===== src/rtl/rxr_pkg.sv =====
package rxr_pkg;

   localparam int unsigned ADDR_OCTETS = 6;
   localparam logic [7:0]  BCAST_OCTET = 8'hFF;

   // Byte k of a station address in wire order, first byte in bits 47:40.
   function automatic logic [7:0] mac_octet(input logic [47:0] mac, input logic [2:0] k);
      logic [7:0] v;
      case (k)
         3'd0:    v = mac[47:40];
         3'd1:    v = mac[39:32];
         3'd2:    v = mac[31:24];
         3'd3:    v = mac[23:16];
         3'd4:    v = mac[15:8];
         3'd5:    v = mac[7:0];
         default: v = 8'h00;
      endcase
      return v;
   endfunction

endpackage


===== src/rtl/rxr_dest_filter.sv =====
module rxr_dest_filter
   import rxr_pkg::*;
#(
   parameter int IDX_W = 6
) (
   input  logic             clk,
   input  logic             rst_n,
   input  logic             beat,
   input  logic [IDX_W-1:0] idx,
   input  logic [7:0]       data,
   input  logic [47:0]      station,
   input  logic             promisc,
   output logic             verdict
);

   localparam logic [IDX_W-1:0] LAST_OCT = IDX_W'(ADDR_OCTETS - 1);

   logic uc_q, bc_q, verdict_q;
   logic hit_uc, hit_bc, in_addr;

   assign in_addr = idx <= LAST_OCT;
   assign hit_uc  = data == mac_octet(station, idx[2:0]);
   assign hit_bc  = data == BCAST_OCTET;

   // Per-frame accumulation: byte 0 reloads the flags, so no verdict
   // survives from one frame into the next.
   always_ff @(posedge clk) begin
      if (!rst_n) begin
         uc_q      <= 1'b1;
         bc_q      <= 1'b1;
         verdict_q <= 1'b0;
      end else if (beat && in_addr) begin
         if (idx == '0) begin
            uc_q <= hit_uc;
            bc_q <= hit_bc;
         end else begin
            uc_q <= uc_q & hit_uc;
            bc_q <= bc_q & hit_bc;
         end
         if (idx == LAST_OCT)
            verdict_q <= promisc | (uc_q & hit_uc) | (bc_q & hit_bc);
      end
   end

   assign verdict = verdict_q;

   a_r5_promisc_keeps: assert property (@(posedge clk) disable iff (!rst_n)
      (beat && idx == LAST_OCT && promisc) |=> verdict);

   a_r3_bcast_keeps: assert property (@(posedge clk) disable iff (!rst_n)
      (beat && idx == LAST_OCT && bc_q && data == BCAST_OCTET) |=> verdict);

endmodule


===== src/rtl/rxr_ring_ctl.sv =====
module rxr_ring_ctl #(
   parameter int SLOTS = 4
) (
   input  logic                     clk,
   input  logic                     rst_n,
   input  logic                     sof,
   input  logic                     commit,
   input  logic                     publish,
   input  logic                     pop,
   output logic [$clog2(SLOTS)-1:0] wslot,
   output logic                     drop,
   output logic [$clog2(SLOTS)-1:0] pub_slot,
   output logic [$clog2(SLOTS)-1:0] first_slot
);

   localparam int SLOT_W = $clog2(SLOTS);

   logic [SLOT_W-1:0] wr_q, pub_q, first_q, fslot_q, nxt;
   logic              drop_q, full, has_frame;

   assign nxt       = wr_q + 1'b1;
   assign full      = nxt == first_q;
   assign wslot     = sof ? nxt  : fslot_q;
   assign drop      = sof ? full : drop_q;
   assign has_frame = pub_q != first_q;

   always_ff @(posedge clk) begin
      if (!rst_n) begin
         wr_q    <= '0;
         pub_q   <= '0;
         first_q <= '0;
         fslot_q <= SLOT_W'(1);
         drop_q  <= 1'b0;
      end else begin
         if (sof) begin
            fslot_q <= nxt;
            drop_q  <= full;
         end
         if (commit)
            wr_q <= wslot;
         if (publish)
            pub_q <= wslot;
         if (pop && has_frame)
            first_q <= first_q + 1'b1;
      end
   end

   assign pub_slot   = pub_q;
   assign first_slot = first_q;

   a_r12_idle_pop: assert property (@(posedge clk) disable iff (!rst_n)
      (pop && !has_frame) |=> $stable(first_q));

   a_r10_room_on_commit: assert property (@(posedge clk) disable iff (!rst_n)
      (wr_q != $past(wr_q)) |-> ($past(wr_q) + 1'b1 != $past(first_q)));

   a_r7_publish_at_end: assert property (@(posedge clk) disable iff (!rst_n)
      (pub_q != $past(pub_q)) |-> $past(publish));

   a_r4_commit_single_step: assert property (@(posedge clk) disable iff (!rst_n)
      (wr_q != $past(wr_q)) |-> (wr_q == $past(wr_q) + 1'b1));

endmodule


===== src/rtl/rxr_byte_store.sv =====
module rxr_byte_store #(
   parameter int SLOTS      = 4,
   parameter int SLOT_BYTES = 64
) (
   input  logic                              clk,
   input  logic                              rst_n,
   input  logic                              we,
   input  logic [$clog2(SLOTS)-1:0]          wslot,
   input  logic [$clog2(SLOT_BYTES)-1:0]     widx,
   input  logic [7:0]                        wdata,
   input  logic                              len_we,
   input  logic [$clog2(SLOT_BYTES+1)-1:0]   len_val,
   input  logic                              trunc_val,
   input  logic [$clog2(SLOTS)-1:0]          rslot,
   input  logic [$clog2(SLOT_BYTES)-1:0]     raddr,
   output logic [7:0]                        rdata,
   output logic [$clog2(SLOT_BYTES+1)-1:0]   rlen,
   output logic                              rtrunc
);

   localparam int SLOT_W = $clog2(SLOTS);
   localparam int BYTE_W = $clog2(SLOT_BYTES);
   localparam int LEN_W  = $clog2(SLOT_BYTES + 1);
   localparam int DEPTH  = SLOTS * SLOT_BYTES;

   logic [7:0] mem [DEPTH];

   always_ff @(posedge clk) begin
      if (we)
         mem[{wslot, widx}] <= wdata;
   end

   assign rdata = mem[{rslot, raddr}];

   logic [LEN_W-1:0] len_vec [SLOTS];
   logic             trn_vec [SLOTS];

   for (genvar s = 0; s < SLOTS; s++) begin : g_slot
      logic [LEN_W-1:0] len_r;
      logic             trn_r;
      always_ff @(posedge clk) begin
         if (!rst_n) begin
            len_r <= '0;
            trn_r <= 1'b0;
         end else if (len_we && wslot == SLOT_W'(s)) begin
            len_r <= len_val;
            trn_r <= trunc_val;
         end
      end
      assign len_vec[s] = len_r;
      assign trn_vec[s] = trn_r;
   end

   assign rlen   = len_vec[rslot];
   assign rtrunc = trn_vec[rslot];

   a_r11_len_in_slot: assert property (@(posedge clk) disable iff (!rst_n)
      len_we |-> (len_val != '0 && len_val <= LEN_W'(SLOT_BYTES)));

   a_r11_trunc_full_len: assert property (@(posedge clk) disable iff (!rst_n)
      (len_we && trunc_val) |-> (len_val == LEN_W'(SLOT_BYTES)));

endmodule


===== src/rtl/eth_rx_slot_ring.sv =====
module eth_rx_slot_ring #(
   parameter int SLOTS      = 4,
   parameter int SLOT_BYTES = 64,
   parameter int FILTER_LAT = 2
) (
   input  logic                              clk,
   input  logic                              rst_n,
   input  logic                              s_valid,
   input  logic [7:0]                        s_data,
   input  logic                              s_last,
   input  logic [47:0]                       station_mac,
   input  logic                              promisc,
   input  logic [$clog2(SLOT_BYTES)-1:0]     rd_addr,
   output logic [7:0]                        rd_data,
   output logic [$clog2(SLOT_BYTES+1)-1:0]   rd_len,
   output logic                              rd_trunc,
   input  logic                              pop,
   output logic                              avail
);

   localparam int SLOT_W     = $clog2(SLOTS);
   localparam int BYTE_W     = $clog2(SLOT_BYTES);
   localparam int IDX_W      = $clog2(SLOT_BYTES + 1);
   localparam int DECIDE_IDX = 5 + FILTER_LAT;
   localparam logic [IDX_W-1:0] DEC_AT = IDX_W'(DECIDE_IDX);
   localparam logic [IDX_W-1:0] SAT_AT = IDX_W'(SLOT_BYTES);

   if (SLOTS < 2 || (SLOTS & (SLOTS - 1)) != 0) begin : g_bad_slots
      $error("SLOTS must be a power of two, at least 2");
   end
   if (SLOT_BYTES < 16 || (SLOT_BYTES & (SLOT_BYTES - 1)) != 0) begin : g_bad_size
      $error("SLOT_BYTES must be a power of two, at least 16");
   end
   if (FILTER_LAT < 1 || DECIDE_IDX >= SLOT_BYTES) begin : g_bad_lat
      $error("FILTER_LAT must be at least 1 and the verdict byte must fit in a slot");
   end

   // Frame position; idle and post-frame value are both zero, so the
   // first frame after reset starts from the same state as any other.
   logic [IDX_W-1:0] idx_q;
   logic             acc_q;
   logic             beat, sof, verdict, commit, publish, drop, mem_we, ovf;
   logic [SLOT_W-1:0] wslot, pub_slot, first_slot, head;
   logic [IDX_W-1:0]  len_val;

   assign beat = s_valid;
   assign sof  = beat && idx_q == '0;

   always_ff @(posedge clk) begin
      if (!rst_n) begin
         idx_q <= '0;
         acc_q <= 1'b0;
      end else if (beat) begin
         if (s_last) begin
            idx_q <= '0;
            acc_q <= 1'b0;
         end else begin
            if (idx_q != SAT_AT)
               idx_q <= idx_q + 1'b1;
            if (commit)
               acc_q <= 1'b1;
         end
      end
   end

   rxr_dest_filter #(.IDX_W(IDX_W)) u_filter (
      .clk     (clk),
      .rst_n   (rst_n),
      .beat    (beat),
      .idx     (idx_q),
      .data    (s_data),
      .station (station_mac),
      .promisc (promisc),
      .verdict (verdict)
   );

   assign commit  = beat && idx_q == DEC_AT && verdict && !drop;
   assign publish = beat && s_last && !drop && (acc_q || commit);
   // Bytes up to the verdict go out speculatively; later ones only if kept.
   assign mem_we  = beat && !drop && idx_q < SAT_AT && (idx_q <= DEC_AT || acc_q);
   assign ovf     = idx_q == SAT_AT;
   assign len_val = ovf ? SAT_AT : idx_q + 1'b1;

   rxr_ring_ctl #(.SLOTS(SLOTS)) u_ring (
      .clk        (clk),
      .rst_n      (rst_n),
      .sof        (sof),
      .commit     (commit),
      .publish    (publish),
      .pop        (pop),
      .wslot      (wslot),
      .drop       (drop),
      .pub_slot   (pub_slot),
      .first_slot (first_slot)
   );

   assign avail = pub_slot != first_slot;
   assign head  = first_slot + 1'b1;

   rxr_byte_store #(.SLOTS(SLOTS), .SLOT_BYTES(SLOT_BYTES)) u_store (
      .clk       (clk),
      .rst_n     (rst_n),
      .we        (mem_we),
      .wslot     (wslot),
      .widx      (idx_q[BYTE_W-1:0]),
      .wdata     (s_data),
      .len_we    (publish),
      .len_val   (len_val),
      .trunc_val (ovf),
      .rslot     (head),
      .raddr     (rd_addr),
      .rdata     (rd_data),
      .rlen      (rd_len),
      .rtrunc    (rd_trunc)
   );

   logic [SLOT_W-1:0] dist_w, dist_p;
   assign dist_w = wslot - first_slot;
   assign dist_p = pub_slot - first_slot;

   a_r4_no_clobber: assert property (@(posedge clk) disable iff (!rst_n)
      mem_we |-> (dist_w != '0 && dist_w > dist_p));

   a_r8_idle_no_publish: assert property (@(posedge clk) disable iff (!rst_n)
      !s_valid |=> ($stable(pub_slot) && $stable(rd_len) || $past(pop)));

   a_r13_runt_dropped: assert property (@(posedge clk) disable iff (!rst_n)
      (beat && s_last && idx_q < DEC_AT) |-> !publish);

endmodule


===== config.mk =====
export PLATFORM = sky130hd
export DESIGN_NAME = eth_rx_slot_ring
export DESIGN_NICKNAME = d
export VERILOG_FILES = /design/src/rtl/rxr_pkg.sv /design/src/rtl/rxr_dest_filter.sv /design/src/rtl/rxr_ring_ctl.sv /design/src/rtl/rxr_byte_store.sv /design/src/rtl/eth_rx_slot_ring.sv
export SDC_FILE = /design/constraint.sdc
export NUM_CORES = 2
export LEC_CHECK = 0
export BUFFER_PORTS_ARGS = -buffer_cell sky130_fd_sc_hd__buf_4
export CAP_MARGIN = 30
export CORE_UTILIZATION = 25
export DETAILED_ROUTE_END_ITERATION = 6
export GPL_ROUTABILITY_DRIVEN = 1
export PLACE_DENSITY = 0.45
export SYNTH_ARGS = -nofsm -noshare
export SYNTH_HDL_FRONTEND = slang
export SYNTH_SLANG_ARGS = --single-unit

===== constraint.sdc =====
create_clock -name clk -period 8.3 [get_ports clk]
set_input_delay 0.83 -clock clk [delete_from_list [all_inputs] [get_ports clk]]
set_output_delay 0.83 -clock clk [all_outputs]
set_load 0.1 [all_outputs]

==> flow_summary.yaml <==
setup_path:
  end_kind: "output pin"
  reg2reg_depth: 9
  critical_path.startpoint_type: "primary input"
  crit_type: "in2out"
  r2r-end: "u_store.mem[188][3]$_DFFE_PP_"
  r2r_start: "idx_q[0]$_SDFFE_PN0P_"
  cp.arrival_ns: 5.49
  crit_path_max_fanout: 53
  r2r_slack_ns: 2.68
  required_ns: 7.47
route:
  vias: 41900
  remaining_drc_errors: 0
  postRouteAntennaNets: 0
  firstDrtPassIters: 6
  via_per_inst: 4.79
  drt_first_iter_violations: 4214
  drt_wl_total_um: 264000
  wire_per_inst_um: 30.2
cts:
  numCtsBuffers: 219
  clkSinkCount: 2100
  ctsResizeCount: 0
  cts_buffer_depth: 4
  cts_root_buffer: "clkbuf_16"
  clkTransAtPathRegs_ns: 0.06
  postCtsSetupBuffers: 0
  clk_latency_ns: 0.91
  cts-htree-levels: 4
  ctsHoldBuffers: 0
  cts_tree: "yes"
die:
  ioPinCount: 85
  die_area_sq_um: 331000
  chipWidth_um: 576
  num_rows: 210
  start_util: 0.251
  core_area_sq_um: 327000
  die_h_um: 576
synth:
  synthTopCellsByArea: "edfxtp_1 (75%), mux4_2 (14%), mux2i_1 (1.5%)"
  ys_warn_count: 0
  yosys.area.top_type: "edfxtp_1"
  yosysTopAreaCellShare: 0.747
  yosysSeqAreaShare: 0.760
  synthArstFlopShare: 0
  synth_flop_cell: "edfxtp_1"
  synth_seq_cells: 2100
  syn_avg_cell_area_sq_um: 20.6
  synth_edf_count: 2048
  syn_inst: 3993
  synth_area_sq_um: 82300
  syn_nets: 4066
  netlist-cell-type-count: 67
power_and_ir_drop:
  power_frac_seq: 0.522
  powerDensity_nw_per_um2: 234
  clock_power_share: 0.424
  pwr-share-comb: 0.054
  leakage_nw: 29.0
  power_switching_mw: 4.98
  max-vdd-ir-drop_mv: 0.156
  swShare: 0.223
  intPower_mw: 17.3
timing:
  hold_viol: 0
  clock_skew_ns: 0.0684
  fin_setup_tns_ns: 0
  fmax_mhz: 158
  min_period_over_period: 0.761
  slew_headroom: 0.188
  tightest_slew_ns: 1.22
  rsz0062_at_grt: "no"
  slew_violations: 0
  period_needed_ns: 6.32
  setup_viol: 0
layout:
  ff_latch_area_sq_um: 62500
  area_delta_synth_final_pct: 15.9
  nets: 4286
  final_util: 0.291
  final.fill_count: 32200
  stdcell_count: 8733
  multiInputGateArea_sq_um: 18500
  drive_above_1_share: 0.249
grt:
  grt_pass1_vias: 42400
  grt_max_degree: 148
  grt_pass1_wl_um: 363000
  gr-total-overflow: 0
  antenna_found_initial: 12
  track_usage: 0.156
min_path:
  whs_endpoint: "acc_q$_SDFFE_PN0P_"
  min_path_cells: 2
  hold_class: "in2reg"
  min_from: "s_last"
placement:
  place_inst: 8327
  portBuffers: 84
  dpl.hpwl_um: 162000
  gp_congestion: 0.807
status:
  run_status: "completed"
flow_run:
  drv_cap: 0
-- registers in the layout, indices dropped and copies added (netlist names), 2 cells and up --
signal,cells
u_ring.pub_slot,2
u_store.g_slot.trn_r,4
idx_q,7
u_ring.first_slot,2
u_ring.wr_q,2
u_store.mem,2048
u_ring.fslot_q,2
u_store.g_slot.len_r,28
-- cells by family after synthesis --
group           Yosys count  share of synthesized area
simple gates            635                     0.0335
fa+ha+maj                 5                   0.000760
mux                     661                      0.159
xor+xnor                 19                    0.00202
flops                  2100                      0.760
compound gates          318                     0.0273
buf+inv                 255                     0.0171
-- layout by cell type, fill, tap and decap left out, drive strengths merged, types with 16 or more instances in the layout --
master / count
edfxtp: 2048
mux4: 518
nor2: 330
clkbuf: 279
buf: 246
nand2: 132
mux2i: 127
clkinv: 84
a22oi: 58
nand3: 53
dfxtp: 52
a21oi: 43
o22ai: 41
o21ai: 36
nor2b: 26
a221oi: 21
nand4: 20
nor3: 18
a211oi: 17
mux2: 16
o221ai: 16
-- power groups by stage --
stage / Sequential, mW / Combinational [mW] / Clock, mW
global placement: 11.9 / 1.21 / 0
finish: 11.6 / 1.20 / 9.45
detailed placement: 11.9 / 1.22 / 0
CTS: 11.6 / 1.22 / 9.62
floorplan: 11.9 / 0.599 / 0
global route: 11.6 / 1.26 / 9.98
-- metrics by stage --
| stage | worst slack, ns | cell area, sq um | hold WS (ns) | power, mW |
|---|---|---|---|---|
| 2_1_floorplan | 2.21 | 82300 | 0.432 | 12.5 |
| 3_3_place_gp | 1.63 | 88200 | 0.441 | 13.1 |
| 3_5_place_dp | 1.83 | 88600 | 0.449 | 13.1 |
| 4_1_cts | 1.83 | 95300 | 0.188 | 22.5 |
| 5_1_grt | 1.90 | 95400 | 0.217 | 22.9 |
| 6_report | 1.98 | 95400 | 0.237 | 22.3 |
-- worst max-delay path by stage --
stage,slack [ns],cells past startpoint,to,from
3_3_place_gp,1.63,9,rd_data[2],rd_addr[3]
2_1_floorplan,2.21,10,rd_data[1],rd_addr[1]
4_1_cts,1.83,9,rd_data[7],rd_addr[0]
5_1_grt,1.90,9,rd_data[7],rd_addr[0]
3_5_place_dp,1.83,9,rd_data[7],rd_addr[0]
6_report,1.98,9,rd_data[7],rd_addr[0]
-- metal layers --
layer,vias to the layer above,wire [um],track usage,share of wire
li1,17000,-,-,-
met1,23000,112000,0.211,0.43
met4,6,8940,0.0528,0.034
met3,382,15100,0.0228,0.057
met2,1489,127000,0.258,0.48
met5,-,49,0,0.00019
-- cell usage after synthesis (15+ instances only) --
cell	number
nand4_1	20
a21oi_1	43
nor2b_1	26
nor2_1	330
o221ai_1	16
buf_2	59
nand2_1	132
nand3_1	53
mux4_2	518
mux2_2	16
edfxtp_1	2048
buf_4	33
a221oi_1	21
mux2i_1	127
clkbuf_1	104
a211oi_1	17
nor3_1	17
o21ai_0	35
a31oi_1	15
dfxtp_1	52
o22ai_1	41
a22oi_1	58
buf_6	28
buf_1	20
-- critical path, stage by stage --
cell,delay (ns)
buf_8,0.47
buf_4,0.59
buf_4,0.42
mux4_2,0.60
mux4_2,0.53
a221oi_1,0.95
o2111ai_1,0.45
buf_4,0.27
buf_4,0.22
-- layout make-up --
class	instances	share of cell area
inverters	8	0.000367
clock inverters	107	0.00935
repair buffers	246	0.0231
diodes	9	0.000236
multi-input cells	1638	0.194
flip-flops and latches	2100	0.655
clock buffers	279	0.0606
well taps	4346	0.0570
Power figures use the tool's default switching activity.
